--- config.mk ---
export PLATFORM = sky130hd
export DESIGN_NAME = wavetimer
export DESIGN_NICKNAME = d
export VERILOG_FILES = /design/src/rtl/wtm_pkg.sv /design/src/rtl/wtm_count.sv /design/src/rtl/wtm_capt.sv /design/src/rtl/wtm_wave.sv /design/src/rtl/wavetimer.sv
export SDC_FILE = /design/constraint.sdc
export NUM_CORES = 1
export LEC_CHECK = 0
export BUFFER_PORTS_ARGS = -buffer_cell sky130_fd_sc_hd__buf_2
export CAP_MARGIN = 20
export CORE_ASPECT_RATIO = 1.75
export CORE_MARGIN = 2
export CORE_UTILIZATION = 40
export CTS_BUF_LIST = sky130_fd_sc_hd__clkbuf_8
export CTS_CLUSTER_SIZE = 20
export DETAILED_ROUTE_END_ITERATION = 16
export HOLD_SLACK_MARGIN = 0.02
export RECOVER_POWER = 50
export SLEW_MARGIN = 25
export SYNTH_ARGS = -nofsm -noshare
export SYNTH_HDL_FRONTEND = slang
export SYNTH_SLANG_ARGS = --single-unit
--- constraint.sdc ---
create_clock -name clk -period 5.92 [get_ports clk]
set_clock_uncertainty 0.05 [all_clocks]
set_input_delay 0.296 -clock clk [delete_from_list [all_inputs] [get_ports clk]]
set_output_delay 0.296 -clock clk [all_outputs]
set_load 0.02 [all_outputs]
--- src/rtl/wtm_pkg.sv ---
package wtm_pkg;

  typedef enum logic [2:0] {K_NORM, K_CTC, K_FAST, K_PC, K_PFC, K_HALT} kind_e;
  typedef enum logic [1:0] {T_FIX, T_CMPA, T_CAPT} tsel_e;

  typedef struct packed {
    kind_e      kind;
    tsel_e      tsel;
    logic [1:0] res;    // fixed TOP: 0 full width, 1 8-bit, 2 9-bit, 3 10-bit
    logic       tog_a;  // code 01 toggles channel A in this PWM mode
  } mode_t;

  localparam int NCH   = 3;
  localparam int NFLAG = 5;

  function automatic mode_t decode(input logic [3:0] m);
    mode_t d;
    d.kind  = K_NORM;
    d.tsel  = T_FIX;
    d.res   = 2'd0;
    d.tog_a = 1'b0;
    case (m)
      4'd1, 4'd2, 4'd3: begin d.kind = K_PC;   d.res = m[1:0]; end
      4'd4:             begin d.kind = K_CTC;  d.tsel = T_CMPA; end
      4'd5, 4'd6, 4'd7: begin d.kind = K_FAST; d.res = m[1:0]; end
      4'd8:             begin d.kind = K_PFC;  d.tsel = T_CAPT; end
      4'd9:             begin d.kind = K_PFC;  d.tsel = T_CMPA; d.tog_a = 1'b1; end
      4'd10:            begin d.kind = K_PC;   d.tsel = T_CAPT; end
      4'd11:            begin d.kind = K_PC;   d.tsel = T_CMPA; d.tog_a = 1'b1; end
      4'd12:            begin d.kind = K_CTC;  d.tsel = T_CAPT; end
      4'd13:            begin d.kind = K_HALT; end
      4'd14:            begin d.kind = K_FAST; d.tsel = T_CAPT; end
      4'd15:            begin d.kind = K_FAST; d.tsel = T_CMPA; d.tog_a = 1'b1; end
      default: ;
    endcase
    return d;
  endfunction

  function automatic logic is_pwm(input kind_e k);
    return (k == K_FAST) || (k == K_PC) || (k == K_PFC);
  endfunction

endpackage

--- src/rtl/wtm_count.sv ---
module wtm_count import wtm_pkg::*; #(
  parameter int W = 16
) (
  input  logic         clk,
  input  logic         rst_n,
  input  logic         tick,
  input  kind_e        kind,
  input  logic [W-1:0] top,
  input  logic         ld,
  input  logic [W-1:0] ld_val,
  output logic [W-1:0] cnt,
  output logic         up,
  output logic         ev_top,
  output logic         ev_bot,
  output logic         ev_max
);
  localparam logic [W-1:0] MAXV = '1;

  logic dual;
  assign dual   = (kind == K_PC) || (kind == K_PFC);
  assign ev_max = tick && ((kind == K_NORM) || (kind == K_CTC)) && (cnt == MAXV);
  assign ev_top = tick && (cnt == top) && ((kind == K_FAST) || (dual && up));
  assign ev_bot = tick && dual && !up && (cnt == '0);

  always_ff @(posedge clk) begin
    if (!rst_n) begin
      cnt <= '0;
      up  <= 1'b1;
    end else if (ld) begin
      cnt <= ld_val;
    end else if (tick) begin
      case (kind)
        K_NORM, K_CTC, K_FAST: begin
          up  <= 1'b1;
          cnt <= (cnt == top) ? '0 : cnt + 1'b1;
        end
        K_PC, K_PFC: begin
          if (top == '0) begin
            cnt <= '0;
          end else if (up) begin
            if (cnt >= top) begin
              up  <= 1'b0;
              cnt <= cnt - 1'b1;
            end else begin
              cnt <= cnt + 1'b1;
            end
          end else if (cnt == '0) begin
            up  <= 1'b1;
            cnt <= cnt + 1'b1;
          end else begin
            cnt <= cnt - 1'b1;
          end
        end
        default: ;
      endcase
    end
  end
endmodule

--- src/rtl/wtm_capt.sv ---
module wtm_capt #(
  parameter int DEPTH = 4
) (
  input  logic clk,
  input  logic rst_n,
  input  logic pin,
  input  logic rise_sel,
  input  logic filt_en,
  output logic evt
);
  logic             s1, s2, lvl, lvl_d;
  logic [DEPTH-1:0] hist;

  always_ff @(posedge clk) begin
    if (!rst_n) begin
      s1   <= 1'b0;
      s2   <= 1'b0;
      lvl  <= 1'b0;
      hist <= '0;
    end else begin
      s1   <= pin;
      s2   <= s1;
      hist <= {hist[DEPTH-2:0], s2};
      lvl  <= lvl_d;
    end
  end

  always_comb begin
    lvl_d = lvl;
    if (!filt_en)    lvl_d = s2;
    else if (&hist)  lvl_d = 1'b1;
    else if (~|hist) lvl_d = 1'b0;
  end

  assign evt = (lvl_d != lvl) && (lvl_d == rise_sel);
endmodule

--- src/rtl/wtm_wave.sv ---
module wtm_wave import wtm_pkg::*; #(
  parameter bit IS_A = 1'b0
) (
  input  logic       clk,
  input  logic       rst_n,
  input  kind_e      kind,
  input  logic       tog_a,
  input  logic [1:0] code,
  input  logic       match,
  input  logic       up,
  input  logic       at_top,
  input  logic       force_i,
  output logic       pin,
  output logic       oe
);
  logic pwm, conn, q, q_d;

  assign pwm  = is_pwm(kind);
  assign conn = (code != 2'b00) && !(code == 2'b01 && pwm && !(IS_A && tog_a));

  always_comb begin
    q_d = q;
    if (conn) begin
      if (!pwm) begin
        if (match || force_i) begin
          case (code)
            2'b01:   q_d = ~q;
            2'b10:   q_d = 1'b0;
            default: q_d = 1'b1;
          endcase
        end
      end else if (code == 2'b01) begin
        if (match) q_d = ~q;
      end else if (kind == K_FAST) begin
        if (at_top)     q_d = ~code[0];
        else if (match) q_d = code[0];
      end else if (match) begin
        q_d = up ? code[0] : ~code[0];
      end
    end
  end

  always_ff @(posedge clk) begin
    if (!rst_n) q <= 1'b0;
    else        q <= q_d;
  end

  assign pin = q & conn;
  assign oe  = conn;
endmodule

--- src/rtl/wavetimer.sv ---
module wavetimer import wtm_pkg::*; #(
  parameter int W  = 16,
  parameter int AW = 3
) (
  input  logic             clk,
  input  logic             rst_n,
  input  logic             cnt_en,
  input  logic             capt_in,
  input  logic             wr_en,
  input  logic [AW-1:0]    wr_addr,
  input  logic [W-1:0]     wr_data,
  output logic [W-1:0]     cnt_o,
  output logic [W-1:0]     capt_o,
  output logic [NFLAG-1:0] flags_o,
  output logic             irq_o,
  output logic [NCH-1:0]   wave_o,
  output logic [NCH-1:0]   wave_oe
);
  localparam int A_CTRL  = 0;
  localparam int A_CNT   = 1;
  localparam int A_CMP0  = 2;
  localparam int A_CAPT  = A_CMP0 + NCH;
  localparam int A_FCLR  = A_CAPT + 1;
  localparam int A_MASK  = A_FCLR + 1;
  localparam int CODE_LO = 4;
  localparam int RISE_B  = CODE_LO + 2 * NCH;
  localparam int FILT_B  = RISE_B + 1;
  localparam int FRC_LO  = 8;

  logic [3:0]           mode_q;
  logic [NCH-1:0][1:0]  code_q;
  logic                 rise_q, filt_q;
  logic [W-1:0]         capt_q;
  logic [NFLAG-1:0]     flag_q, mask_q, flag_set, flag_clr;
  logic [NCH-1:0][W-1:0] act_all;
  logic [NCH-1:0]       hit;
  mode_t                md;
  logic [W-1:0]         top, cnt;
  logic                 up, ev_top, ev_bot, ev_max, imm, upd, ovf_evt, cap_evt, cap_ok;
  logic                 wr_ctrl, wr_cnt, wr_capt, wr_fclr, wr_mask;

  assign wr_ctrl = wr_en && (wr_addr == AW'(A_CTRL));
  assign wr_cnt  = wr_en && (wr_addr == AW'(A_CNT));
  assign wr_capt = wr_en && (wr_addr == AW'(A_CAPT));
  assign wr_fclr = wr_en && (wr_addr == AW'(A_FCLR));
  assign wr_mask = wr_en && (wr_addr == AW'(A_MASK));

  assign md = decode(mode_q);

  always_ff @(posedge clk) begin
    if (!rst_n) begin
      mode_q <= '0;
      code_q <= '0;
      rise_q <= 1'b0;
      filt_q <= 1'b0;
      mask_q <= '0;
    end else begin
      if (wr_ctrl) begin
        mode_q <= wr_data[3:0];
        code_q <= wr_data[CODE_LO +: 2*NCH];
        rise_q <= wr_data[RISE_B];
        filt_q <= wr_data[FILT_B];
      end
      if (wr_mask) mask_q <= wr_data[NFLAG-1:0];
    end
  end

  always_comb begin
    case (md.tsel)
      T_CMPA: top = act_all[0];
      T_CAPT: top = capt_q;
      default: begin
        case (md.res)
          2'd1:    top = W'(8'hFF);
          2'd2:    top = W'(9'h1FF);
          2'd3:    top = W'(10'h3FF);
          default: top = '1;
        endcase
      end
    endcase
  end

  wtm_count #(.W(W)) u_count (
    .clk(clk), .rst_n(rst_n), .tick(cnt_en), .kind(md.kind), .top(top),
    .ld(wr_cnt), .ld_val(wr_data), .cnt(cnt), .up(up),
    .ev_top(ev_top), .ev_bot(ev_bot), .ev_max(ev_max)
  );

  assign imm = (md.kind == K_NORM) || (md.kind == K_CTC);
  assign upd = (((md.kind == K_FAST) || (md.kind == K_PC)) && ev_top) ||
               ((md.kind == K_PFC) && ev_bot);

  for (genvar i = 0; i < NCH; i++) begin : g_ch
    logic [W-1:0] buf_q, act_q, buf_d;
    logic         wr_i, frc_i;

    assign wr_i  = wr_en && (wr_addr == AW'(A_CMP0 + i));
    assign buf_d = wr_i ? wr_data : buf_q;
    assign frc_i = wr_mask && wr_data[FRC_LO + i];
    assign hit[i] = cnt_en && (md.kind != K_HALT) && (cnt == act_q);
    assign act_all[i] = act_q;

    always_ff @(posedge clk) begin
      if (!rst_n) begin
        buf_q <= '0;
        act_q <= '0;
      end else begin
        buf_q <= buf_d;
        if (imm)      act_q <= buf_d;
        else if (upd) act_q <= buf_q;
      end
    end

    wtm_wave #(.IS_A(i == 0)) u_wave (
      .clk(clk), .rst_n(rst_n), .kind(md.kind), .tog_a(md.tog_a),
      .code(code_q[i]), .match(hit[i]), .up(up), .at_top(ev_top),
      .force_i(frc_i && !is_pwm(md.kind)), .pin(wave_o[i]), .oe(wave_oe[i])
    );
  end

  wtm_capt #(.DEPTH(4)) u_capt (
    .clk(clk), .rst_n(rst_n), .pin(capt_in), .rise_sel(rise_q),
    .filt_en(filt_q), .evt(cap_evt)
  );

  assign cap_ok = cap_evt && (md.tsel != T_CAPT);

  always_ff @(posedge clk) begin
    if (!rst_n)       capt_q <= '0;
    else if (wr_capt) capt_q <= wr_data;
    else if (cap_ok)  capt_q <= cnt;
  end

  assign ovf_evt  = ev_max || ((md.kind == K_FAST) && ev_top) || ev_bot;
  assign flag_set = {cap_ok, hit, ovf_evt};
  assign flag_clr = wr_fclr ? wr_data[NFLAG-1:0] : '0;

  always_ff @(posedge clk) begin
    if (!rst_n) flag_q <= '0;
    else        flag_q <= (flag_q & ~flag_clr) | flag_set;
  end

  assign cnt_o   = cnt;
  assign capt_o  = capt_q;
  assign flags_o = flag_q;
  assign irq_o   = |(flag_q & mask_q);
endmodule

==> flow_summary_export.csv, run 1 <==
group,metric,value,unit
routing,totalWireLength,31230,um
finish,drive_gt1_share,9.386,%
grt,antenna_found_initial,0,
floorplanning,io_pins,68,
floorplanning,core,21980,um2
logic_synthesis,synth_ff_type,"dfxtp_1",
sta,timing.slew.headroom,-185.7,%
worst_setup_path,cp_max_fo,19,
pwr,internal_power,1.708,mW
logic_synthesis,netlist.top_cell.by_area,"dfxtp_1",
routing,wl_met2,15730,um
min_path,hold_path_class,"input port to flip-flop",
sta,setup_viol,0,
logic_synthesis,yosysWarningCount,0,
clock_tree,htree_levels,4,
logic_synthesis,synth_commonest_cells,"nand2_1, dfxtp_1, nor2_1",
finish,antenna-diode-count,0,
logic_synthesis,synth_area,8921,um2
routing,drt_iter0_drc,865,
finish,layout.nets,1206,
floorplanning,start_util,40.59,%
worst_setup_path,path_cells,"nand2b_1, or3_1, o21a_1, ha_1, nand2b_1, a21boi_0, inv_1, ha_1, nand4_2, nor4_2, buf_4, or4b_1, or4_1, nand3_4, mux2i_1, xor2_1, o2bb2ai_1",
sta,fin_crit_sh,87.87,%
sta,min_period,5.202,ns
pwr,sw_frac_of_total,30.07,%
flow_run,cap_violations,2,
placement,postPlaceCellArea,9392,um2
sta,hold_viol,0,
clock_tree,cts.path.max_buffers,2,
pwr,ir_worst_vdd,128.3,uV
grt,grt_pass1_vias,8019,
floorplanning,die_area,23560,um2
pwr,p_per_area,250.6,nW/um2
worst_setup_path,cp_slowest_cell,"or4_1",
clock_tree,cts_made_buffers,17,
outcome,outcome,"complete, but fails checks",
pwr,p_leak,3.649,nW
grt,grt_pass1_wl,47440,um
logic_synthesis,synthCells,1156,
logic_synthesis,ys_seq_area_share,36.13,%
grt,grt_usage,26.89,%
routing,wl_per_cell,21.28,um
worst_setup_path,r2r-end,"u_count.cnt[13]",
grt,grt_overflow,0,
routing,route.vias.total,8607,
pwr,pwr-share-clk,37.5,%
clock_tree,insertion_delay,0.49,ns
sta,max_freq,192.2,MHz
floorplanning,die_width,116.9,um
pwr,pwr-share-seq,47.3,%
placement,place_hpwl,20630,um
pwr,power_frac_comb,15.2,%
worst_setup_path,critPathArrivalTime,5.37,ns
logic_synthesis,yosysMostFrequentCell,"nand2_1",
placement,io_buffers,67,
worst_setup_path,r2r_slack,0.72,ns
worst_setup_path,required,6.09,ns
outcome,violations,"max-capacitance violations, max-slew violations",
floorplanning,die_h,201.6,um
logic_synthesis,synth_area_leaders,"dfxtp_1, nand2_1, a21oi_1, a311oi_1, nor2_1",
sta,setup-tns-final,0,ns
finish,fin_area,9746,um2
routing,drt_first_pass_iters,5,
logic_synthesis,ys_ff_latch,161,
logic_synthesis,synth-edff-count,0,
grt,grt_max_degree,97,
min_path,whs_path_depth,3,
min_path,holdPathEnd,"g_ch[1].buf_q[12]",
worst_setup_path,r2r_cells,17,
floorplanning,rows,72,
logic_synthesis,avgSynthCellArea,7.717,um2
worst_setup_path,crit_type,"flip-flop to flip-flop",
routing,top_layer_used,"met4",
worst_setup_path,worst_setup_path_start_kind,"flip-flop",
logic_synthesis,synth_top_area_share,36.13,%
worst_setup_path,worstSetupEndpointType,"flip-flop",
routing,vias_per_cell,5.863,
routing,wl_met3,1500,um
logic_synthesis,netlist-cell-type-count,66,
worst_setup_path,worstReg2RegStart,"mode_q[1]",
routing,wl_met1,12450,um
worst_setup_path,cpPeakStageDelay,0.60,ns
clock_tree,cts_tree,"built",
clock_tree,clock-root-buffer,"clkbuf_8",
logic_synthesis,synth_nets,1203,
clock_tree,clk_pin_slew,0.09,ns
sta,grt_setup_unrepaired,"no",
sta,drv_slew,146,
finish,area.growth.synth_to_final,9.243,%
clock_tree,cts.sinks,161,
min_path,hp-start,"wr_data[12]",
logic_synthesis,async_flop_share,0,%
routing,route.detailed.drc,0,
pwr,p_sw,0.7342,mW
placement,gp_congestion,0.9689,
sta,tightest_slew,4.285,ns
routing,antenna_left,0,
[metrics by stage]
stage / hold slack (ns) / std cells / worst slack, ns / util [%] / power (mW)
5_1_grt: 0.1094 / 1468 / 0.4745 / 44.34 / 2.526
3_3_place_gp: 0.3684 / 1435 / 1.037 / 42.73 / 1.547
2_1_floorplan: 0.3619 / 1156 / 1.653 / - / 1.421
6_report: 0.1117 / 1468 / 0.7181 / 44.34 / 2.442
4_1_cts: 0.09225 / 1468 / 0.9694 / 44.75 / 2.452
3_5_place_dp: 0.3783 / 1435 / 0.9920 / 42.73 / 1.550
[cells by family after synthesis]
family,count (synthesis),share of synthesized area (%)
DFF,161,36.13
muxes,24,2.693
AOI/OAI and AO/OA,258,19.97
buffers and inverters,120,5.666
adders and majority gates,23,3.226
xor gates and xnor gates,60,5.891
and+or+nand+nor,510,26.42
[worst max-delay path by stage]
stage          startpoint              end  slack (ns)  cells after the start
2_1_floorplan   mode_q[1]   u_count.cnt[1]        1.65                     19
3_3_place_gp    mode_q[1]   u_count.cnt[1]        1.04                     17
3_5_place_dp    mode_q[1]   u_count.cnt[1]        0.99                     17
4_1_cts         mode_q[1]   u_count.cnt[1]        0.97                     17
5_1_grt         mode_q[1]  u_count.cnt[10]        0.47                     17
6_report        mode_q[1]  u_count.cnt[13]        0.72                     17
[placed cells by master (no fill, tap or decap), types with 20 or more instances in the layout]
cell,synthesis,routed
a311oi_1,48,48
ha_1,23,23
o21ai_0,20,20
nor2_1,102,100
a21oi_1,93,93
clkbuf_1,80,39
buf_2,17,44
a211oi_1,21,21
mux2i_1,24,24
nand3_1,71,71
dfxtp_1,161,161
xnor2_1,36,36
nand2_1,217,217
xor2_1,24,24
[per-layer routing]
metal | track usage [%] | up-vias
li1 | - | 4089
met1 | 32.41 | 4135
met2 | 45.33 | 296
met3 | 4.578 | 87
met4 | 13.19 | 0
met5 | 0 | -
[power groups by stage]
stage                     sequential, mW  combinational (mW)  clock [mW]
final                               1.16               0.370       0.917
after floorplan                     1.19               0.234           0
after detailed placement            1.18               0.370           0
after CTS                           1.15               0.372       0.926
after global routing                1.16               0.400       0.966
after global placement              1.18               0.368           0
[critical path: cells and delay by family, from the launching register on]
| family | cells | cell delay, ns |
|---|---|---|
| DFF | 1 | 0.41 |
| muxes | 1 | 0.27 |
| and+or+nand+nor | 8 | 2.40 |
| adders and majority gates | 2 | 0.83 |
| xor gates and xnor gates | 1 | 0.09 |
| AOI/OAI and AO/OA | 3 | 0.65 |
| buffers and inverters | 2 | 0.25 |
[area by class of cell]
cell class,count,area [um2]
Clock buffer,18,247.7
Timing Repair Buffer,94,464.2
Fill cell,2376,12240
Inverter,10,37.54
Multi-Input combinational cell,875,5215
Sequential cell,161,3223
Tap cell,296,370.4
Clock inverter,14,187.7
[repair_timing]
action / 4_1_cts / 5_1_grt
endpoints found under the hold margin: 1 / 0
hold buffers: 1 / 0
buffers inserted: 0 / 0
resized for setup: 0 / 0
endpoints found under the setup margin: 0 / 0
[registers in the layout, indices dropped and copies added (netlist names), 3 cells and up]
| register | cells |
|---|---|
| capt_o | 16 |
| code_q | 6 |
| flags_o | 5 |
| g_ch.act_q | 48 |
| g_ch.buf_q | 48 |
| g_ch.u_wave.q | 3 |
| mask_q | 5 |
| mode_q | 4 |
| u_capt.hist | 4 |
| u_count.cnt | 16 |
Note: power is estimated with default switching activity, not from simulation.
==> inputs of run 2 (changes only) <==
Settings changed: CORE_ASPECT_RATIO 1.75 to 1.5, CTS_CLUSTER_DIAMETER from default to 40, PLACE_DENSITY from default to 0.58.
==> flow_summary_export.csv, run 2 (synthesis results as in run 1) <==
group,metric,value,unit
routing,wl_per_cell,21.08,um
grt,grt_pass1_wl,46850,um
pwr,p_leak,3.624,nW
routing,antenna_left,0,
sta,setup_viol,0,
flow_run,cap_violations,1,
sta,drv_slew,82,
routing,wl_met1,12640,um
min_path,whs_path_depth,3,
worst_setup_path,critPathArrivalTime,5.40,ns
grt,grt_pass1_vias,8124,
worst_setup_path,cp_slowest_cell,"nor4_2",
floorplanning,start_util,40.92,%
floorplanning,die_width,125.9,um
floorplanning,io_pins,68,
clock_tree,ctsResizeCount,0,
worst_setup_path,r2r-end,"g_ch[1].act_q[5]",
worst_setup_path,worstReg2RegStart,"mode_q[1]",
placement,place_hpwl,20070,um
floorplanning,core,21800,um2
worst_setup_path,worstSetupEndpointType,"flip-flop",
routing,vias_per_cell,5.929,
outcome,violations,"max-capacitance violations, max-slew violations",
sta,setup-tns-final,0,ns
worst_setup_path,cp_max_fo,33,
placement,io_buffers,67,
routing,route.detailed.drc,0,
grt,grt_max_degree,82,
sta,fin_crit_sh,86.93,%
worst_setup_path,critical_path.top_delay_family,"simple AND/OR/NAND/NOR gates",
worst_setup_path,cpPeakStageDelay,0.68,ns
finish,mostFrequentLayoutCell,"nand2_1",
floorplanning,die_area,23540,um2
clock_tree,cts.path.max_buffers,2,
min_path,hold_path_class,"input port to flip-flop",
sta,hold_slack,0.1160,ns
worst_setup_path,required,6.17,ns
worst_setup_path,worst_setup_path_start_kind,"flip-flop",
sta,timing.slew.headroom,-90.59,%
min_path,holdPathEnd,"g_ch[2].buf_q[14]",
sta,max_freq,194.3,MHz
clock_tree,insertion_delay,0.48,ns
grt,grt_overflow,0,
sta,min_period,5.146,ns
grt,grt_usage,25.40,%
routing,drt_iter0_drc,716,
finish,antenna-diode-count,0,
finish,drive_gt1_share,9.812,%
routing,route.vias.total,8561,
clock_tree,clk_pin_slew,0.10,ns
routing,wl_met3,1528,um
placement,gp_congestion,0.9125,
floorplanning,die_h,186.9,um
finish,top_regs,"g_ch.act_q: 48 flops, g_ch.buf_q: 48 flops",
finish,nFillCells,2298,
grt,antenna_found_initial,0,
worst_setup_path,cp.buffers_inverters,2,
finish,area.growth.synth_to_final,8.233,%
finish,final_cell_mix,"nand2_1, dfxtp_1, nor2_1",
clock_tree,cts_made_buffers,17,
worst_setup_path,r2r_cells,15,
sta,hold_viol,0,
finish,layout.nets,1206,
clock_tree,htree_levels,4,
clock_tree,cts_tree,"built",
clock_tree,clock-root-buffer,"clkbuf_8",
sta,grt_setup_unrepaired,"no",
outcome,outcome,"complete, but fails checks",
worst_setup_path,path_cells,"nand2b_1, or3_1, o21a_1, ha_1, nand2b_1, a21boi_0, inv_1, ha_1, nand4_2, nor4_2, a31oi_1, a21oi_4, buf_4, nor2_1, a311oi_1",
worst_setup_path,crit_type,"flip-flop to flip-flop",
pwr,ir_worst_vdd,121.0,uV
sta,tightest_slew,2.843,ns
clock_tree,cts.sinks,161,
worst_setup_path,crit_cells,15,
routing,totalWireLength,30440,um
clock_tree,cts_setup_buffers,0,
min_path,hp-start,"wr_data[14]",
worst_setup_path,r2r_slack,0.77,ns
floorplanning,rows,66,
routing,wl_met2,14860,um
routing,top_layer_used,"met4",
pwr,p_per_area,238.5,nW/um2
routing,drt_first_pass_iters,5,
-- run 2: cell types whose count changed in the layout (fill, tap and decap cells not counted), sizes merged --
cell      previous run  this run
bufinv               4         0
inv                 13        12
clkbuf              57        56
clkinvlp             3         2
clkinv               4         9
buf                 54        56
-- run 2: tightest hold or removal path, stage by stage --
cell and delay [ns]:
buf_2 0.17, nand2_1 0.08, a21oi_1 0.05
-- run 2: through the flow --
step / std cells / setup WS (ns) / instance area, um2 / util, % / power, mW
after floorplan: 1156 / 1.653 / 8921 / - / 1.421
after global placement: 1411 / 1.124 / 9361 / 42.94 / 1.545
after detailed placement: 1411 / 0.9507 / 9361 / 42.94 / 1.548
after CTS: 1444 / 0.9208 / 9739 / 44.67 / 2.319
after global routing: 1444 / 0.3754 / 9656 / 44.29 / 2.392
final: 1444 / 0.7738 / 9656 / 44.29 / 2.303
-- run 2: where the power goes --
part	switching [mW]	internal, mW	total (mW)
clock	0.461	0.321	0.781
sequential	0.0326	1.12	1.15
combinational	0.250	0.117	0.367
-- run 2: how the worst max path moves through the flow --
stage	slack, ns	to	startpoint
6_report	0.77	g_ch[1].act_q[5]	mode_q[1]
5_1_grt	0.38	g_ch[2].act_q[15]	mode_q[1]
4_1_cts	0.92	g_ch[1].act_q[5]	mode_q[1]
3_5_place_dp	0.95	g_ch[1].act_q[5]	mode_q[1]
3_3_place_gp	1.12	g_ch[2].act_q[5]	mode_q[1]
2_1_floorplan	1.65	u_count.cnt[1]	mode_q[1]
-- run 2: area by class of cell --
cell class / count / area, um2 / share of cell area [%]
Multi-Input combinational cell: 875 / 5215 / 54.01
Sequential cell: 161 / 3223 / 33.38
Timing Repair Buffer: 94 / 470.5 / 4.872
Tap cell: 272 / 340.3 / 3.525
Clock buffer: 19 / 261.5 / 2.708
Clock inverter: 13 / 106.4 / 1.101
Inverter: 10 / 38.79 / 0.4017
-- run 2: routing by layer --
layer  vias up  GRT usage [%]
met5         -              0
li1       4091              -
met1      4085          31.86
met3        88          3.175
met4         0          13.19
met2       297          42.45
-- run 2: what timing repair did --
action                     CTS  global route
setup endpoints to repair    0             0
hold buffers                 1             0
hold endpoints to repair     1             0
